`src/rtl/mdio_pkg.sv`:
```
package mdio_pkg;

    localparam int PRE_BITS    = 33;
    localparam int RD_CMD_BITS = 16;
    localparam int WR_CMD_BITS = 32;
    localparam int RD_TAIL     = 19;
    localparam int WR_TAIL     = 2;
    localparam int CAP_W       = RD_TAIL;
    localparam int FRAME_W     = WR_CMD_BITS;

    typedef enum logic [1:0] {
        ST_IDLE = 2'd0,
        ST_PRE  = 2'd1,
        ST_CMD  = 2'd2,
        ST_TAIL = 2'd3
    } mdio_state_e;

    typedef struct packed {
        logic        write;
        logic [4:0]  phy;
        logic [4:0]  regad;
        logic [15:0] wdata;
    } mdio_req_t;

    // Command bits left-aligned in a 32-bit word, first bit at the top.
    function automatic logic [FRAME_W-1:0] build_cmd(input mdio_req_t r);
        logic [FRAME_W-1:0] w;
        if (r.write)
            w = {2'b01, 2'b01, r.phy, r.regad, 2'b10, r.wdata};
        else
            w = {2'b11, 2'b01, 2'b10, r.phy, r.regad, 16'h0000};
        return w;
    endfunction

    function automatic logic [5:0] cmd_last(input logic is_read);
        return is_read ? 6'(RD_CMD_BITS - 1) : 6'(WR_CMD_BITS - 1);
    endfunction

    function automatic logic [5:0] tail_last(input logic is_read);
        return is_read ? 6'(RD_TAIL - 1) : 6'(WR_TAIL - 1);
    endfunction

    function automatic logic reg_in_range(input logic [31:0] a);
        return a < 32'd32;
    endfunction

endpackage

```
`src/rtl/mdio_half_timer.sv`:
```
module mdio_half_timer #(
    parameter int HALF_DIV = 40
) (
    input  logic clk,
    input  logic rst,
    input  logic restart,
    input  logic run,
    output logic half_end
);
    localparam int CW = $clog2(HALF_DIV + 1);
    localparam logic [CW-1:0] LAST = CW'(HALF_DIV - 1);

    logic [CW-1:0] cnt;

    assign half_end = run && (cnt == LAST);

    always_ff @(posedge clk) begin
        if (rst || restart)
            cnt <= '0;
        else if (run)
            cnt <= half_end ? '0 : cnt + 1'b1;
    end

    a_r8_cnt_range: assert property (@(posedge clk) disable iff (rst)
        cnt <= LAST);

endmodule

```
`src/rtl/mdio_cmd_shifter.sv`:
```
module mdio_cmd_shifter #(
    parameter int W = 32
) (
    input  logic         clk,
    input  logic         rst,
    input  logic         load,
    input  logic [W-1:0] load_val,
    input  logic         shift,
    output logic         msb
);
    logic [W-1:0] sr;

    always_ff @(posedge clk) begin
        if (rst)
            sr <= '0;
        else if (load)
            sr <= load_val;
        else if (shift)
            sr <= {sr[W-2:0], 1'b0};
    end

    assign msb = sr[W-1];

endmodule

```
`src/rtl/mdio_read_capture.sv`:
```
module mdio_read_capture #(
    parameter int W  = 19,
    parameter int LO = 1
) (
    input  logic        clk,
    input  logic        rst,
    input  logic        clear,
    input  logic        sample,
    input  logic        din,
    output logic [15:0] data
);
    logic [W-1:0] cap;

    always_ff @(posedge clk) begin
        if (rst || clear)
            cap <= '0;
        else if (sample)
            cap <= {cap[W-2:0], din};
    end

    // Last sample sits at bit 0; keep the 16 bits above the LO lowest.
    assign data = cap[LO+15:LO];

endmodule

```
`src/rtl/mdio_mgmt_master.sv`:
```
module mdio_mgmt_master
    import mdio_pkg::*;
#(
    parameter int HALF_DIV = 40,
    parameter int REG_AW   = 8
) (
    input  logic              clk,
    input  logic              rst,
    input  logic              req_valid,
    input  logic              req_write,
    input  logic [4:0]        req_phy,
    input  logic [REG_AW-1:0] req_reg,
    input  logic [15:0]       req_wdata,
    output logic              busy,
    output logic              done,
    output logic [15:0]       rd_data,
    output logic              mdc,
    output logic              mdio_o,
    output logic              mdio_oe,
    input  logic              mdio_i
);
    mdio_state_e st;
    logic        phase_hi;
    logic [5:0]  bits_left;
    logic        is_read;
    logic        busy_q, done_q, mdc_q, oe_q;
    logic [15:0] rd_q;

    logic        half_end, tx_msb;
    logic [15:0] cap_data;
    logic        accept, in_range, start_ok, start_bad;
    mdio_req_t   req_s;

    assign accept    = req_valid && !busy_q;
    assign in_range  = reg_in_range(32'(req_reg));
    assign start_ok  = accept && in_range;
    assign start_bad = accept && !in_range;

    always_comb begin
        req_s       = '0;
        req_s.write = req_write;
        req_s.phy   = req_phy;
        req_s.regad = req_reg[4:0];
        req_s.wdata = req_wdata;
    end

    mdio_half_timer #(.HALF_DIV(HALF_DIV)) u_timer (
        .clk      (clk),
        .rst      (rst),
        .restart  (start_ok),
        .run      (busy_q),
        .half_end (half_end)
    );

    mdio_cmd_shifter #(.W(FRAME_W)) u_tx (
        .clk      (clk),
        .rst      (rst),
        .load     (start_ok),
        .load_val (build_cmd(req_s)),
        .shift    (busy_q && half_end && phase_hi && st == ST_CMD && bits_left != 6'd0),
        .msb      (tx_msb)
    );

    mdio_read_capture #(.W(CAP_W), .LO(1)) u_rx (
        .clk    (clk),
        .rst    (rst),
        .clear  (start_ok),
        .sample (busy_q && half_end && !phase_hi && st == ST_TAIL && is_read),
        .din    (mdio_i),
        .data   (cap_data)
    );

    always_ff @(posedge clk) begin
        if (rst) begin
            st        <= ST_IDLE;
            phase_hi  <= 1'b0;
            bits_left <= '0;
            is_read   <= 1'b0;
            busy_q    <= 1'b0;
            done_q    <= 1'b0;
            mdc_q     <= 1'b0;
            oe_q      <= 1'b0;
            rd_q      <= '0;
        end else begin
            done_q <= 1'b0;
            if (start_bad) begin
                done_q <= 1'b1;
                if (!req_write)
                    rd_q <= 16'hFFFF;
            end else if (start_ok) begin
                busy_q    <= 1'b1;
                st        <= ST_PRE;
                phase_hi  <= 1'b0;
                bits_left <= 6'(PRE_BITS - 1);
                is_read   <= !req_write;
                mdc_q     <= 1'b0;
                oe_q      <= 1'b1;
            end else if (busy_q && half_end) begin
                if (!phase_hi) begin
                    phase_hi <= 1'b1;
                    mdc_q    <= 1'b1;
                end else begin
                    phase_hi <= 1'b0;
                    mdc_q    <= 1'b0;
                    if (bits_left != 6'd0) begin
                        bits_left <= bits_left - 6'd1;
                    end else begin
                        unique case (st)
                            ST_PRE: begin
                                st        <= ST_CMD;
                                bits_left <= cmd_last(is_read);
                            end
                            ST_CMD: begin
                                st        <= ST_TAIL;
                                bits_left <= tail_last(is_read);
                                oe_q      <= 1'b0;
                            end
                            ST_TAIL: begin
                                st     <= ST_IDLE;
                                busy_q <= 1'b0;
                                done_q <= 1'b1;
                                if (is_read)
                                    rd_q <= cap_data;
                            end
                            default: st <= ST_IDLE;
                        endcase
                    end
                end
            end
        end
    end

    assign busy    = busy_q;
    assign done    = done_q;
    assign rd_data = rd_q;
    assign mdc     = mdc_q;
    assign mdio_oe = oe_q;
    assign mdio_o  = (st == ST_PRE) ? 1'b1 : tx_msb;

    a_r2_preamble_high: assert property (@(posedge clk) disable iff (rst)
        st == ST_PRE |-> (oe_q && mdio_o));

    a_r4_tail_released: assert property (@(posedge clk) disable iff (rst)
        st == ST_TAIL |-> !oe_q);

    a_r7_bad_done: assert property (@(posedge clk) disable iff (rst)
        start_bad |=> (done_q && !busy_q));

    a_r7_idle_quiet: assert property (@(posedge clk) disable iff (rst)
        !busy_q |-> !mdc_q);

    a_r9_hold_high: assert property (@(posedge clk) disable iff (rst)
        (mdc_q && $past(mdc_q)) |-> ($stable(mdio_o) && $stable(oe_q)));

    a_r10_busy_ends_done: assert property (@(posedge clk) disable iff (rst)
        busy_q |=> (busy_q || done_q));

    a_r11_done_not_busy: assert property (@(posedge clk) disable iff (rst)
        done_q |-> !busy_q);

endmodule

```
`config.mk`:
```
export PLATFORM = sky130hd
export DESIGN_NAME = mdio_mgmt_master
export DESIGN_NICKNAME = d
export VERILOG_FILES = /design/src/rtl/mdio_pkg.sv /design/src/rtl/mdio_half_timer.sv /design/src/rtl/mdio_cmd_shifter.sv /design/src/rtl/mdio_read_capture.sv /design/src/rtl/mdio_mgmt_master.sv
export SDC_FILE = /design/constraint.sdc
export NUM_CORES = 1
export LEC_CHECK = 0
export ABC_AREA = 1
export CELL_PAD_IN_SITES_DETAIL_PLACEMENT = 0
export CELL_PAD_IN_SITES_GLOBAL_PLACEMENT = 1
export CORE_ASPECT_RATIO = 1.4
export CORE_MARGIN = 4
export CORE_UTILIZATION = 37
export DETAILED_ROUTE_END_ITERATION = 10
export GPL_ROUTABILITY_DRIVEN = 1
export PLACE_DENSITY_LB_ADDON = 0.3
export SYNTH_ARGS = -nofsm -noshare
export SYNTH_HDL_FRONTEND = slang
export SYNTH_SLANG_ARGS = --single-unit
```
`constraint.sdc`:
```
create_clock -name clk -period 2 [get_ports clk]
set_clock_uncertainty 0.2 [all_clocks]
set_input_delay 0.6 -clock clk [delete_from_list [all_inputs] [get_ports clk]]
set_output_delay 0.6 -clock clk [all_outputs]
set_load 0.05 [all_outputs]
```
* Word-level counts from Yosys, hierarchy flattened
Index checks and enable logic that the tools add are counted.
** Storage, ports and cells
- Bits of input ports :: 34
- ROM bits :: 0
- Output and inout bits :: 21
- Logic and storage cells :: 101
- Memories :: 0
- Register bits after elaboration :: 84
- Bits in writable memories :: 0
- Bits in latches :: 0
** Operators by class
- $add $sub $neg :: 2
- Div/mod/pow operators :: 0
- $lt $le $gt $ge :: 1
- $mul :: 0
- Muxes and demuxes :: 44
- Bitwise logic cells :: 1
- Equal/unequal tests :: 8
- Reduce and logical (&&, ||, !) cells :: 34
- Shift operators :: 0
** Operator list (number)
- $mux 16 :: 8
- $mux 32 :: 3
- $mux 6 :: 5
- $mux 1 :: 20
- $reduce_bool 2->1 :: 9
- $pmux 6 s2 :: 1
- $logic_and 1x1->1 :: 11
- $mux 5 :: 2
- $reduce_and 5->1 :: 2
- $lt 8x6->1 const B :: 1
- $mux 2 :: 4
- $reduce_and 4->1 :: 2
- $reduce_and 7->1 :: 1
- $add 6x1->6 const B :: 1
- $eq 6x6->1 const B :: 1
- $ne 2x2->1 const B :: 3
- $reduce_bool 6->1 :: 1
- $sub 6x1->6 const B :: 1
- $eq 2x2->1 const B :: 2
- $logic_not 1->1 :: 4
- $pmux 2 s2 :: 1
- $reduce_and 2->1 :: 2
- $reduce_bool 4->1 :: 1
- $eq 2x1->1 const B :: 1
- other kinds (3) :: 3

* Depth between registers and ports, before layout
- Depth in word-level cells :: 8
- Depth in mapped cells :: 10
- Mapped depth without buffers :: 9

* By module
From an unflattened synthesis, not the netlist that was laid out.
** Unflattened totals
- Cell total of the unflattened synthesis :: 692
- Area, all modules :: 4506.8 µm²
** By module, submodules not included
- mdio_mgmt_master :: seq. area each 580.6 µm², instances 1, area an instance 1796.7 µm², cells an instance 282
- mdio_cmd_shifter :: seq. area each 640.6 µm², instances 1, area an instance 1566.5 µm², cells an instance 242
- mdio_read_capture :: seq. area each 340.3 µm², instances 1, area an instance 838.3 µm², cells an instance 124
- mdio_half_timer :: seq. area each 120.1 µm², instances 1, area an instance 305.3 µm², cells an instance 44

* Least setup slack after synthesis
OpenSTA, ideal clock, no wires.
- Kind :: reg2reg
- Start point :: register busy_q (netlist: busy)
- End point :: register rd_q[6] (netlist: rd_data[6])
- Library setup time :: 0.111 ns
- Path buffers :: 2
- Setup slack :: -0.021 ns
- Data arrival time :: 1.710 ns
- Data required time :: 1.689 ns
- Clock period less this slack :: 2.021 ns
- Cell stages (with the launch flop) :: 10
- Cells stage by stage :: dfxtp_1 > buf_4 > nand3_2 > nor2_4 > nand2_1 > nor2_4 > buf_4 > nand3_1 > nand2_1 > nor2_2
** Between the ends
- Cells in the longest elaborated chain, start to end :: 5
- Elaborated cells between the ends (all ways) :: 15
- Those cells by class :: eq/ne (3); mux (1); reduce/logical (11)
** Ends and longest elaborated chain
- from (decl) :: line mdio_mgmt_master.sv:26 : logic busy_q, done_q, mdc_q, oe_q;
- from (signal assigned) :: line mdio_mgmt_master.sv:79 : busy_q <= 1'b0;
- from (signal assigned) :: line mdio_mgmt_master.sv:91 : busy_q <= 1'b1;
- from (signal assigned) :: line mdio_mgmt_master.sv:120 : busy_q <= 1'b0;
- $logic_not 1->1 :: line mdio_mgmt_master.sv:34 : assign accept = req_valid && !busy_q;
- $logic_and 1x1->1 :: line mdio_mgmt_master.sv:34
- $logic_and 1x1->1 (on tied branches) :: line mdio_mgmt_master.sv:37, mdio_mgmt_master.sv:36
- $ne 2x2->1 (no source line) or $reduce_bool 2->1 (tied branches)
- $reduce_and 7->1 (no source line)
- to (signal assigned) :: line mdio_mgmt_master.sv:123 : rd_q <= cap_data;
- to (decl) :: line mdio_mgmt_master.sv:27 : logic [15:0] rd_q;
Several ways; a longest one is shown, not always the timed one.
A chain may end at the register's enable or synchronous reset.

* Final worst setup path
- Start point :: register st[1]
- End point :: output port mdio_o
** Between the ends
- Cells in the longest elaborated chain, start to end :: 2
** Ends and longest elaborated chain
- from (decl) :: line mdio_mgmt_master.sv:22 : mdio_state_e st;
- from (signal assigned) :: line mdio_mgmt_master.sv:75 : st <= ST_IDLE;
- from (signal assigned) :: line mdio_mgmt_master.sv:92 : st <= ST_PRE;
- from (signal assigned) :: line mdio_mgmt_master.sv:110 : st <= ST_CMD;
- $eq 2x1->1 :: line mdio_mgmt_master.sv:138 : assign mdio_o = (st == ST_PRE) ? 1'b1 : tx_msb;
- $mux 1 :: line mdio_mgmt_master.sv:138
- to (decl) :: line mdio_mgmt_master.sv:18 : output logic mdio_o,
No other way between the ends.

==> results.md <==
* Clk buf depth at 2
* Final Setup Violations at 1
* XOR/XNOR Fraction of Synth Area at 0.00209
* Syn Nets at 656
* Seq. cell area at between 1500 and 2000 sq um
* CTS clock-pin slew for the worst setup and hold paths at 60 ps
* Fin Hold WS at 259 ps
* Final total power at 0.00404 W
* EDFF count, synth at 0
* Multi-input gate area at 2230 sq um
* Synth unique cells at 31
* Grt ovf at 0
* FFs w/ async S/R, synth at 0
* Max-cap violation count at 0
* Area grow syn2layout at 41.6%
* WL/cell at 12.4 um
* Total core area at 11000 sq um
* Initial antenna violation count at 0
* Pwr dens at between 600 and 700 nW/um^2
* TritonCTS clock tree: yes
* Synth top area cells: dfxtp_1, nand2_1, nand3_1, a21oi_1, nor2_1
* DR vias at around 4000
* Final Max Slew Viols at 0
* Pin count of the biggest net entering global routing at 34
* Synth top cells by count: nand2_1, dfxtp_1, nand3_1
* Most used DFF post-synth: dfxtp_1
* Die Height at around 130 um
* Final Hold Fails at 0
* Syn_area_per_cell at slightly below 7 sq um
* Clock Latency Late Sink at 340 ps
* Worst setup SP type: register
* CP max FO at 2
* Fmax at between 400 and 500 MHz
* Proportion of layout cells with a drive suffix above 1 at 0.196
* Die ar. at 13100 sq um
* Mux cell area share after synthesis at 0
* Crit Path Category: reg -> out
* # diodes at 0
* CTS HTree Levels at 3
* PnR worst setup slack at -45.1 ps
* Critical Path End Type: output pin
* Post-layout util at 0.540
* Min Clock Period, post-route at about 2000 ps
* Detailed placement HPWL at about 7.2 mm
* Synth area leader: dfxtp_1
* Hold Crit Class: reg -> reg
* 1st-iter DRT viols at about 220
* Root buffer cell: clkbuf_16
* Synth Area in Compound Gates at 0.132
* Initial DRT Pass Iterations at 4
* Ys Warns at 0
* Peak VDD IR at ~420 uV
* Fin crit share at 1.02
* Count leader, synth: nand2_1
* Total track usage at 0.158
* Nets@finish at ~730
* Ports at 55
* Unrepaired setup endpoints after global routing: true
* Worst-Margin Slew at 338 ps
* Antenna-violating nets left at 0
* Die W at slightly below 100 um
* First-pass GRT wire length at roughly 17 mm
* Initial core utilization at 0.381
* Status: complete, but fails checks
* # fillers at 1084
* Clock sinks at 84
* # DRC at 0
* Critical Path RT at 1200 ps
* GP Congestion at 0.815
* WL final at between 10 and 15 mm
* Vias per std cell at 4.82
* Yosys reg bits at 84
* Mapped cell area at about 4200 sq um
* Buffers on Ports at 54
* Synth Area in Simple Gates at 0.355
* Pleak at roughly 2.4 nW
* Main combinational cell family by area after synthesis: simple AND/OR/NAND/NOR gates
* Inserted Clock Buffers at 9
* Post-Synth Adder-Cell Area at 0.0239
* Slew headroom at 0.774
* Failing checks: negative setup slack
* Mapped Cells at 614
* Sequential cell area fraction in the yosys report at 0.402
* Vias in the first global route at between 3000 and 4000
* Synth top area share at 0.402
* Rows at between 40 and 50
* WP data arrival at around 1300 ps
==> placed cells by master, fill, tap and decap left out, types with 5 or more instances in the layout <==
| cell | instances |
|---|---|
| a21oi_1 | 55 |
| buf_12 | 28 |
| buf_4 | 30 |
| clkbuf_16 | 11 |
| clkdlybuf4s50_1 | 30 |
| dfxtp_1 | 81 |
| ha_1 | 6 |
| inv_1 | 39 |
| inv_2 | 5 |
| nand2_1 | 162 |
| nand2_2 | 6 |
| nand3_1 | 59 |
| nor2_1 | 56 |
| nor2_2 | 20 |
| nor2_4 | 7 |
| nor3_1 | 6 |
| o21ai_0 | 28 |
| o21ai_1 | 22 |
==> final cells by class <==
cell class / instances / share of cell area
Clock buffer: 13 / 0.0456
Clock inverter: 3 / 0.0114
Inverter: 46 / 0.0298
Multi-Input combinational cell: 449 / 0.376
Sequential cell: 84 / 0.284
Tap cell: 141 / 0.0298
Timing Repair Buffer: 100 / 0.223
==> sequential cells by signal (all words and copies together), names as in the netlist <==
name / flops
u_tx.sr: 32
u_timer.cnt: 6
is_read: 1
mdc: 1
mdio_oe: 1
st: 2
u_rx.cap: 17
busy: 1
bits_left: 6
done: 1
rd_data: 16
==> layer usage <==
layer / vias up / global-route usage / share of wire
li1: 2132 / - / -
met1: 1830 / 0.168 / 0.40
met2: 60 / 0.305 / 0.55
met3: 8 / 0.0380 / 0.036
met4: 0 / 0.0462 / 0.012
met5: - / 0 / 0
==> repair_timing <==
item	4_1_cts	5_1_grt
hold endpoints to repair	0	0
hold buffers	0	0
gates cloned	3	2
gates resized for setup	16	19
pin swaps	6	7
buffers inserted	3	5
setup endpoints to repair	30	67
==> logic make-up after synthesis <==
logic type	count (synthesis)
buffers and inverters	81
AOI/OAI and AO/OA	109
adders and majority gates	8
and+or+nand+nor	331
xor gates and xnor gates	1
DFF	84
==> per-stage QoR <==
step           TNS (ps)  worst slack [ps]  cell area, sq um  instances
6_report          -45.1             -45.1              5930        836
5_1_grt           -92.9             -92.9              5930        836
4_1_cts           -82.4             -82.4              5760        829
3_5_place_dp     -26350              -449              5240        807
3_3_place_gp     -25050              -389              5240        807
2_1_floorplan         0               133              4190        614
==> worst max-delay path, cell delays in order, from the launching register on <==
cell,delay (ps)
dfxtp_2,330
inv_2,40
ha_4,140
or2_4,240
buf_8,150
==> path summary, 6_finish.rpt <==
check / startpoint / slack [ps] / cells past startpoint / endpoint
worst min-delay path: u_rx.cap[16] / 260 / 2 / u_rx.cap[16]
worst max-delay path: st[1] / -50 / 4 / mdio_o
worst max register to register: u_timer.cnt[0] / 120 / 9 / rd_data[8]
worst min register to register: u_rx.cap[16] / 260 / 2 / u_rx.cap[16]
==> where the power goes <==
part | internal, W | switching [W] | total (W)
clock network | 0.00120 | 0.000640 | 0.00184
logic | 0.000233 | 0.000242 | 0.000475
registers | 0.00170 | 0.0000275 | 0.00173
total | 0.00313 | 0.000910 | 0.00404
(Power assumes the default switching activity.)
